`src/rtl/tws_pkg.sv`:
```
package tws_pkg;

    localparam int TWS_DATA_W = 8;
    localparam int TWS_ADDR_W = TWS_DATA_W - 1;

    typedef enum logic [2:0] {
        ST_IDLE,
        ST_ADDR,
        ST_ACK_SETUP,
        ST_ACK_HOLD,
        ST_ACK_HIGH,
        ST_DATA
    } tws_state_e;

    typedef struct packed {
        logic scl_rise;
        logic scl_fall;
        logic start;
        logic stop;
    } tws_evt_t;

    // Address acceptance rule: address zero is the broadcast and is only
    // taken as a write with broadcasts enabled; reads are never served.
    function automatic logic tws_addr_accept(
        input logic [TWS_ADDR_W-1:0] addr,
        input logic [TWS_ADDR_W-1:0] own,
        input logic                  rw,
        input logic                  gc_en,
        input logic                  busy
    );
        logic hit;
        hit = (addr == '0) ? gc_en : (addr == own);
        return hit && !rw && !busy;
    endfunction

endpackage

```
`src/rtl/tws_sync.sv`:
```
module tws_sync #(
    parameter int WIDTH  = 2,
    parameter int STAGES = 2
) (
    input  logic             clk,
    input  logic             rst,
    input  logic [WIDTH-1:0] din,
    output logic [WIDTH-1:0] dout
);
    for (genvar b = 0; b < WIDTH; b++) begin : g_bit
        logic [STAGES-1:0] q;
        always_ff @(posedge clk) begin
            if (rst) q <= '1;
            else     q <= {q[STAGES-2:0], din[b]};
        end
        assign dout[b] = q[STAGES-1];
    end
endmodule

```
`src/rtl/tws_cond.sv`:
```
module tws_cond
    import tws_pkg::*;
(
    input  logic     clk,
    input  logic     rst,
    input  logic     scl_s,
    input  logic     sda_s,
    output tws_evt_t evt
);
    logic scl_q, sda_q;

    always_ff @(posedge clk) begin
        if (rst) begin
            scl_q <= 1'b1;
            sda_q <= 1'b1;
        end else begin
            scl_q <= scl_s;
            sda_q <= sda_s;
        end
    end

    always_comb begin
        evt.scl_rise = scl_s & ~scl_q;
        evt.scl_fall = ~scl_s & scl_q;
        evt.start    = scl_s & scl_q & sda_q & ~sda_s;
        evt.stop     = scl_s & scl_q & ~sda_q & sda_s;
    end
endmodule

```
`src/rtl/tws_engine.sv`:
```
module tws_engine
    import tws_pkg::*;
#(
    parameter int DATA_W = TWS_DATA_W
) (
    input  logic              clk,
    input  logic              rst,
    input  logic              sda_s,
    input  tws_evt_t          evt,
    input  logic [DATA_W-2:0] own_addr,
    input  logic              gc_en,
    input  logic              busy,
    input  logic              nack_req,
    output logic              scl_oe,
    output logic              sda_oe,
    output logic [DATA_W-1:0] rx_data,
    output logic              rx_valid,
    output logic              rx_gc,
    output tws_state_e        state
);
    localparam int SH_W  = DATA_W - 1;
    localparam int CNT_W = $clog2(DATA_W);
    localparam logic [CNT_W-1:0] LAST = CNT_W'(DATA_W - 1);

    tws_state_e      st;
    logic [CNT_W-1:0] cnt;
    logic [SH_W-1:0]  sh;
    logic             gc_q;

    assign state = st;

    always_ff @(posedge clk) begin
        if (rst) begin
            st       <= ST_IDLE;
            cnt      <= '0;
            sh       <= '0;
            gc_q     <= 1'b0;
            scl_oe   <= 1'b0;
            sda_oe   <= 1'b0;
            rx_data  <= '0;
            rx_valid <= 1'b0;
            rx_gc    <= 1'b0;
        end else begin
            rx_valid <= 1'b0;
            scl_oe   <= (st == ST_ACK_HOLD) && busy && !evt.scl_rise;
            if (evt.stop) begin
                st     <= ST_IDLE;
                sda_oe <= 1'b0;
            end else if (evt.start) begin
                st     <= ST_ADDR;
                cnt    <= '0;
                sda_oe <= 1'b0;
            end else begin
                unique case (st)
                    ST_ADDR: if (evt.scl_rise) begin
                        sh  <= {sh[SH_W-2:0], sda_s};
                        cnt <= cnt + 1'b1;
                        if (cnt == LAST) begin
                            gc_q <= (sh == '0);
                            st   <= tws_addr_accept(sh, own_addr, sda_s, gc_en, busy)
                                    ? ST_ACK_SETUP : ST_IDLE;
                        end
                    end
                    ST_ACK_SETUP: if (evt.scl_fall) begin
                        sda_oe <= 1'b1;
                        st     <= ST_ACK_HOLD;
                    end
                    ST_ACK_HOLD: if (evt.scl_rise) st <= ST_ACK_HIGH;
                    ST_ACK_HIGH: if (evt.scl_fall) begin
                        sda_oe <= 1'b0;
                        cnt    <= '0;
                        st     <= ST_DATA;
                    end
                    ST_DATA: if (evt.scl_rise) begin
                        sh  <= {sh[SH_W-2:0], sda_s};
                        cnt <= cnt + 1'b1;
                        if (cnt == LAST) begin
                            rx_data  <= {sh, sda_s};
                            rx_valid <= 1'b1;
                            rx_gc    <= gc_q;
                            st       <= nack_req ? ST_IDLE : ST_ACK_SETUP;
                        end
                    end
                    default: ;
                endcase
            end
        end
    end
endmodule

```
`src/rtl/tws_slave_rx.sv`:
```
module tws_slave_rx
    import tws_pkg::*;
#(
    parameter int DATA_W      = TWS_DATA_W,
    parameter int SYNC_STAGES = 2
) (
    input  logic              clk,
    input  logic              rst,
    input  logic              scl_i,
    input  logic              sda_i,
    input  logic [DATA_W-2:0] own_addr,
    input  logic              gc_en,
    input  logic              busy,
    input  logic              nack_req,
    output logic              scl_oe,
    output logic              sda_oe,
    output logic [DATA_W-1:0] rx_data,
    output logic              rx_valid,
    output logic              rx_gc
);
    logic       scl_s, sda_s;
    tws_evt_t   evt;
    tws_state_e st;

    tws_sync #(.WIDTH(2), .STAGES(SYNC_STAGES)) sync_i (
        .clk  (clk),
        .rst  (rst),
        .din  ({scl_i, sda_i}),
        .dout ({scl_s, sda_s})
    );

    tws_cond cond_i (
        .clk   (clk),
        .rst   (rst),
        .scl_s (scl_s),
        .sda_s (sda_s),
        .evt   (evt)
    );

    tws_engine #(.DATA_W(DATA_W)) eng_i (
        .clk      (clk),
        .rst      (rst),
        .sda_s    (sda_s),
        .evt      (evt),
        .own_addr (own_addr),
        .gc_en    (gc_en),
        .busy     (busy),
        .nack_req (nack_req),
        .scl_oe   (scl_oe),
        .sda_oe   (sda_oe),
        .rx_data  (rx_data),
        .rx_valid (rx_valid),
        .rx_gc    (rx_gc),
        .state    (st)
    );
endmodule

```
`config.mk`:
```
export PLATFORM = sky130hd
export DESIGN_NAME = tws_slave_rx
export DESIGN_NICKNAME = d
export VERILOG_FILES = /design/src/rtl/tws_pkg.sv /design/src/rtl/tws_sync.sv /design/src/rtl/tws_cond.sv /design/src/rtl/tws_engine.sv /design/src/rtl/tws_slave_rx.sv
export SDC_FILE = /design/constraint.sdc
export NUM_CORES = 1
export LEC_CHECK = 0
export BUFFER_PORTS_ARGS = -buffer_cell sky130_fd_sc_hd__buf_4
export CAP_MARGIN = 20
export CORE_MARGIN = 5
export CORE_UTILIZATION = 57
export CTS_BUF_LIST = sky130_fd_sc_hd__clkbuf_2
export DETAILED_ROUTE_END_ITERATION = 8
export PLACE_DENSITY = 0.8
export SETUP_SLACK_MARGIN = 0.02
export SLEW_MARGIN = 5
export SYNTH_ARGS = -nofsm -noshare
export SYNTH_HDL_FRONTEND = slang
export SYNTH_SLANG_ARGS = --single-unit
```
`constraint.sdc`:
```
create_clock -name clk -period 1.9 [get_ports clk]
set_input_delay 0.38 -clock clk [delete_from_list [all_inputs] [get_ports clk]]
set_output_delay 0.38 -clock clk [all_outputs]
set_load 0.05 [all_outputs]
```
==> results.ini, run 1 <==
[critical_path]
cp_top_family=simple AND/OR/NAND/NOR gates
crit_cells=5
critPathCaptureType=register
cp_cell_sequence=or4_4, nor4_4, nor3_1, a311oi_1, a211oi_1
start_kind=register
worstSetupPathType=register to register
required_ns=2.15
crit_fanout=5
critical_path_buf_inv_count=0
cpPeakStageDelay_ns=0.56
r2r_cells=5
arrival_ns=1.90
worst_path_max_delay_cell=or4_4

[grt]
met2_usage_pct=32.1
antenna_found_initial=0
met1_usage_pct=22.6
grt_pass1_vias=1188
grt_usage_pct=19.2
grt_pass1_wl_um=5170
grt_start_max_net_pins=30
grt_overflow=0
grt_use_met3_pct=6.81
grt_busiest_layer=met2

[pwr]
cellPowerDensity_nw_per_um2=629
leakagePower_uw=0.000744
ir_drop_mv=0.567

[clocking]
post_cts_buffers=0
cts.reportedPaths.clkPinSlew_ns=0.14
cts.sinks=32
insertion_delay_ns=0.36
cts_buffer_depth=2
h-tree-depth=2
cts_buffers=5
cts_tree=done
clockRootBuffer=clkbuf_2

[placed_design]
port_buffers=25
preCtsSetupSlack_ns=0.266
dp_hpwl_um=2320
gp_congestion=0.877

[routing]
drt_wl_total_um=3040
routed-via-count=1241
firstDrtPassIters=4
routed_via_density=5.54
drtIter0Drc=29
post_drt_wl_per_cell_um=13.6
drc=0
ant_nets=0

[synth]
synthesis.nets=180
synth_area_per_cell_um2=8.87
syn_area_um2=1450
ys_warn_count=0
synth_edf_count=0
yosysSeqAreaShare_pct=44.3
ys_async_sr_fraction_pct=0
synth.area.top_cells=dfxtp_1 44%, mux2i_1 6.9%, nand2_1 5.7%
yosysTopAreaCell=dfxtp_1
synth_cell_types=35
synth-main-ff-cell=dfxtp_1
synthCells=163
synth_top_area_share_pct=44.3
ys_ff_latch=32

[timing]
rsz0062_at_grt=no
setup_ws_ns=0.249
worst_pin_slew_ns=0.422
finalHoldViolations=0
clock.fmax_mhz=606
tns_ns=0
fin_crit_ns=1.65
drv_slew=0
skew_ns=0.0152
final-setup-viol-count=0
relSlewSlack_pct=71.8
fin_crit_sh_pct=86.9

[worst_hold_path]
hold_depth=2
hold_class=input port to register

[flow_run]
drv_cap=0

[die]
ios=26
die_w_um=60.4
core-area_um2=2450
die-area_um2=3640
die_h_um=60.4
std_cell_rows=18
start_util_pct=58.9

[run_status]
status=finished clean

[layout]
fin_nets=210
syn2layout_area_growth_pct=19.1
post_route_cells_drive_above_1_share_pct=24.7
diodes=0

==> timing repair <==
action                     CTS  global route
hold buffers                 0             0
setup endpoints to repair    0             1
resized for setup            0             1
==> cell usage after synthesis (2+ instances only) <==
cell type / instances
nor3_1: 3
clkbuf_1: 4
o211ai_1: 2
nor2_1: 17
ha_1: 3
xnor2_1: 8
inv_1: 3
nand4_1: 2
dfxtp_1: 32
o21ai_0: 5
a21oi_1: 16
nor3b_1: 3
nor2b_1: 4
nand2_1: 22
nand3_1: 2
mux2i_1: 10
and4b_1: 2
buf_2: 3
or2_2: 6
==> final timing paths <==
kind / slack, ns / endpoint / from
setup / recovery: 0.25 / eng_i.state[1]$_SDFFE_PP0P_ / eng_i.sh[3]$_SDFFE_PP0P_
hold / removal: 0.20 / sync_i.g_bit[1].q[0]$_SDFF_PP1_ / scl_i
setup reg to reg: 0.25 / eng_i.state[1]$_SDFFE_PP0P_ / eng_i.sh[3]$_SDFFE_PP0P_
hold reg to reg: 0.42 / sync_i.g_bit[1].q[1]$_SDFF_PP1_ / sync_i.g_bit[1].q[0]$_SDFF_PP1_
==> sequential cells by signal (all words and copies together) (netlist names) <==
signal / flops
cond_i.sda_q: 1
eng_i.cnt: 3
sync_i.g_bit.q: 4
eng_i.gc_q: 1
eng_i.scl_oe: 1
eng_i.rx_data: 8
eng_i.sda_oe: 1
eng_i.sh: 7
eng_i.state: 3
cond_i.scl_q: 1
eng_i.rx_gc: 1
eng_i.rx_valid: 1
==> layout by cell type (no fill, tap or decap), types with 2 or more instances in the layout <==
cell      count
dfxtp_1      32
buf_4        30
nand2_1      22
nor2_1       17
a21oi_1      16
mux2i_1      10
xnor2_1       8
clkbuf_2      7
or2_2         6
o21ai_0       5
nor2b_1       4
inv_1         3
nor3_1        3
ha_1          3
nand3_1       2
nor3b_1       2
and4b_1       2
o211ai_1      2
nand4_1       2
==> area by class of cell <==
class                      count  area, µm²
multi-input combinational    121        768
fill                         192        733
sequential                    32        641
timing repair buffer          30        225
tap                           30       37.5
clock buffer                   7       35.0
inverter                       3       11.3
clock inverter                 1       3.75
==> power by group <==
part           total (µW)  leakage, µW  internal [µW]  switching [µW]
logic                84.0     0.000455           44.9            39.1
registers             689     0.000259            679            10.3
clock network         309    0.0000306           98.6             210
==> layer usage <==
metal | up-vias | share of wire [%]
li1 | 620 | -
met1 | 585 | 45
met2 | 29 | 48
met3 | 7 | 5.1
met4 | 0 | 1.7
met5 | - | 0
==> cell families after synthesis <==
group                    synth area share, %
flip-flops                              44.3
AND/OR/NAND/NOR                         25.6
multiplexers                            6.93
buffers and inverters                   2.86
XOR/XNOR                                5.45
AO/OA/AOI/OAI                           12.2
adder cells (fa/ha/maj)                 2.60
==> metrics by stage <==
stage	power [µW]	util (%)	area (µm²)	hold slack (ns)	std cells
after floorplan	752	-	1450	0.389	163
after global placement	785	68.3	1680	0.391	216
after detailed placement	787	68.3	1680	0.405	216
after CTS	1090	69.9	1720	0.192	224
after global routing	1130	70.1	1720	0.176	224
final	1080	70.1	1720	0.205	224
==> worst register-to-register path: stages, from the launching register on <==
cell and delay (ns):
dfxtp_1 0.38, or4_4 0.56, nor4_4 0.20, nor3_1 0.10, a311oi_1 0.21, a211oi_1 0.10
Power figures use the tool's default switching activity.
==> run 2, diff against run 1 <==
--- a/config.mk
+++ b/config.mk
@@ -7,10 +7,11 @@
 export LEC_CHECK = 0
 export BUFFER_PORTS_ARGS = -buffer_cell sky130_fd_sc_hd__buf_4
 export CAP_MARGIN = 20
-export CORE_MARGIN = 5
+export CORE_MARGIN = 1
 export CORE_UTILIZATION = 57
 export CTS_BUF_LIST = sky130_fd_sc_hd__clkbuf_2
 export DETAILED_ROUTE_END_ITERATION = 8
+export GPL_TIMING_DRIVEN = 0
 export PLACE_DENSITY = 0.8
 export SETUP_SLACK_MARGIN = 0.02
 export SLEW_MARGIN = 5
==> run 2 against run 1 <==
Effect of this change: combinational power grew 6.3%; first-iteration DRC count shrank 3.4%; core utilization grew 3.8 points; setup slack lost 0.098 ns; critical path type unchanged; largest cell class unchanged.
==> results.ini, run 2 (synthesized netlist as in run 1, its figures left out) <==
[die]
die_h_um=52.4
start_util_pct=62.9
core-area_um2=2300
ios=26
die_w_um=52.4
die-area_um2=2740
std_cell_rows=17

[layout]
ff_latch_area_um2=641
regMostFlops=eng_i.rx_data
layout_common_cells=32 x dfxtp_1, 25 x buf_4, 22 x nand2_1, 17 x nor2_1, 16 x a21oi_1
final_common_cell=dfxtp_1
fillers=189
largest_reg_flops=8
utilization_pct=73.9
syn2layout_area_growth_pct=17.5
top_regs=eng_i.rx_data x8, eng_i.sh x7, sync_i.g_bit.q x4
multi_input_area_um2=768
diodes=0
post_route_cells_drive_above_1_share_pct=22.8
fin_nets=212

[clocking]
insertion_delay_ns=0.35
cts_buffers=5
h-tree-depth=2
cts.reportedPaths.clkPinSlew_ns=0.15
cts.sinks=32
post_cts_buffers=0
clockRootBuffer=clkbuf_2
cts_buffer_depth=2
cts_tree=done

[timing]
fin_crit_sh_pct=92.0
setup_ws_ns=0.151
drv_slew=0
tns_ns=0
worst_pin_slew_ns=0.449
fin_crit_ns=1.75
clock.fmax_mhz=572
worst_hold_slack_ns=0.210
relSlewSlack_pct=70.1
finalHoldViolations=0
skew_ns=0.00964
final-setup-viol-count=0
rsz0062_at_grt=no

[critical_path]
worstSetupPathType=register to register
start_kind=register
critPathCaptureType=register
arrival_ns=1.99
required_ns=2.14
crit_fanout=10

[routing]
routed-via-count=1235
firstDrtPassIters=4
drtIter0Drc=28
routed_via_density=5.59
drt_wl_total_um=3070
ant_nets=0
drc=0
post_drt_wl_per_cell_um=13.9

[grt]
grt_overflow=0
grt_pass1_vias=1228
grt_usage_pct=26.6
grt_pass1_wl_um=5280
grt_start_max_net_pins=11
antenna_found_initial=0

[run_status]
status=finished clean

[pwr]
cellPowerDensity_nw_per_um2=620
leakagePower_uw=0.000728
ir_drop_mv=0.514
power_uw=1050

[placed_design]
port_buffers=25
preCtsSetupSlack_ns=0.218
gp_congestion=0.911
dp_hpwl_um=2270

[worst_hold_path]
hold_class=input port to register

[flow_run]
drv_cap=0

[run 2: cell count changes in the layout (fill, tap and decap cells not counted)]
cell | before | now
buf_2 | 0 | 3
buf_4 | 30 | 25
clkbuf_1 | 0 | 4
clkbuf_2 | 7 | 5
clkinv_1 | 1 | 0
[run 2: area by class of cell]
class                      count  share of cell area [%]
sequential                    32                    37.7
buffer                         7                    1.77
multi-input combinational    121                    45.2
inverter                       3                   0.663
clock buffer                   5                    1.47
tap                           28                    2.06
timing repair buffer          25                    11.1
[run 2: final timing paths]
| check | start | to | slack (ns) | cells after the start |
|---|---|---|---|---|
| setup / recovery | sync_i.g_bit[1].q[1]$_SDFF_PP1_ | eng_i.rx_data[3]$_SDFFE_PP0P_ | 0.15 | 6 |
| hold / removal | sda_i | sync_i.g_bit[0].q[0]$_SDFF_PP1_ | 0.21 | 2 |
| setup reg to reg | sync_i.g_bit[1].q[1]$_SDFF_PP1_ | eng_i.rx_data[3]$_SDFFE_PP0P_ | 0.15 | 6 |
| hold reg to reg | sync_i.g_bit[1].q[0]$_SDFF_PP1_ | sync_i.g_bit[1].q[1]$_SDFF_PP1_ | 0.41 | 1 |
[run 2: worst max-delay path: stages (launching register included)]
cell and delay [ns]:
dfxtp_1 0.50, nand3b_1 0.18, nor2_2 0.35, nand3_1 0.12, buf_2 0.23, mux2i_1 0.21
nor2_1 0.06
[run 2: repair_timing]
item                                    4_1_cts  5_1_grt
hold buffers                                  0        0
gates resized for setup                       0        1
endpoints found under the setup margin        0        1
[run 2: layer usage]
metal  global-route usage, %  wire (µm)  vias up
met3                    8.41        157        7
met1                    32.2       1420      555
li1                        -          -      630
met4                    10.5         59        0
met2                    43.2       1440       43
met5                       0          0        -
[run 2: stage by stage]
step / cells / instance area (µm²)
floorplan: 163 / 1450
global placement: 216 / 1670
detailed placement: 216 / 1670
CTS: 221 / 1690
global route: 221 / 1700
finish: 221 / 1700
[run 2: where the power goes]
part           switching (µW)  total, µW  internal, µW
clock network             206        276          70.5
registers                7.62        687           679
logic                    43.5       89.3          45.8
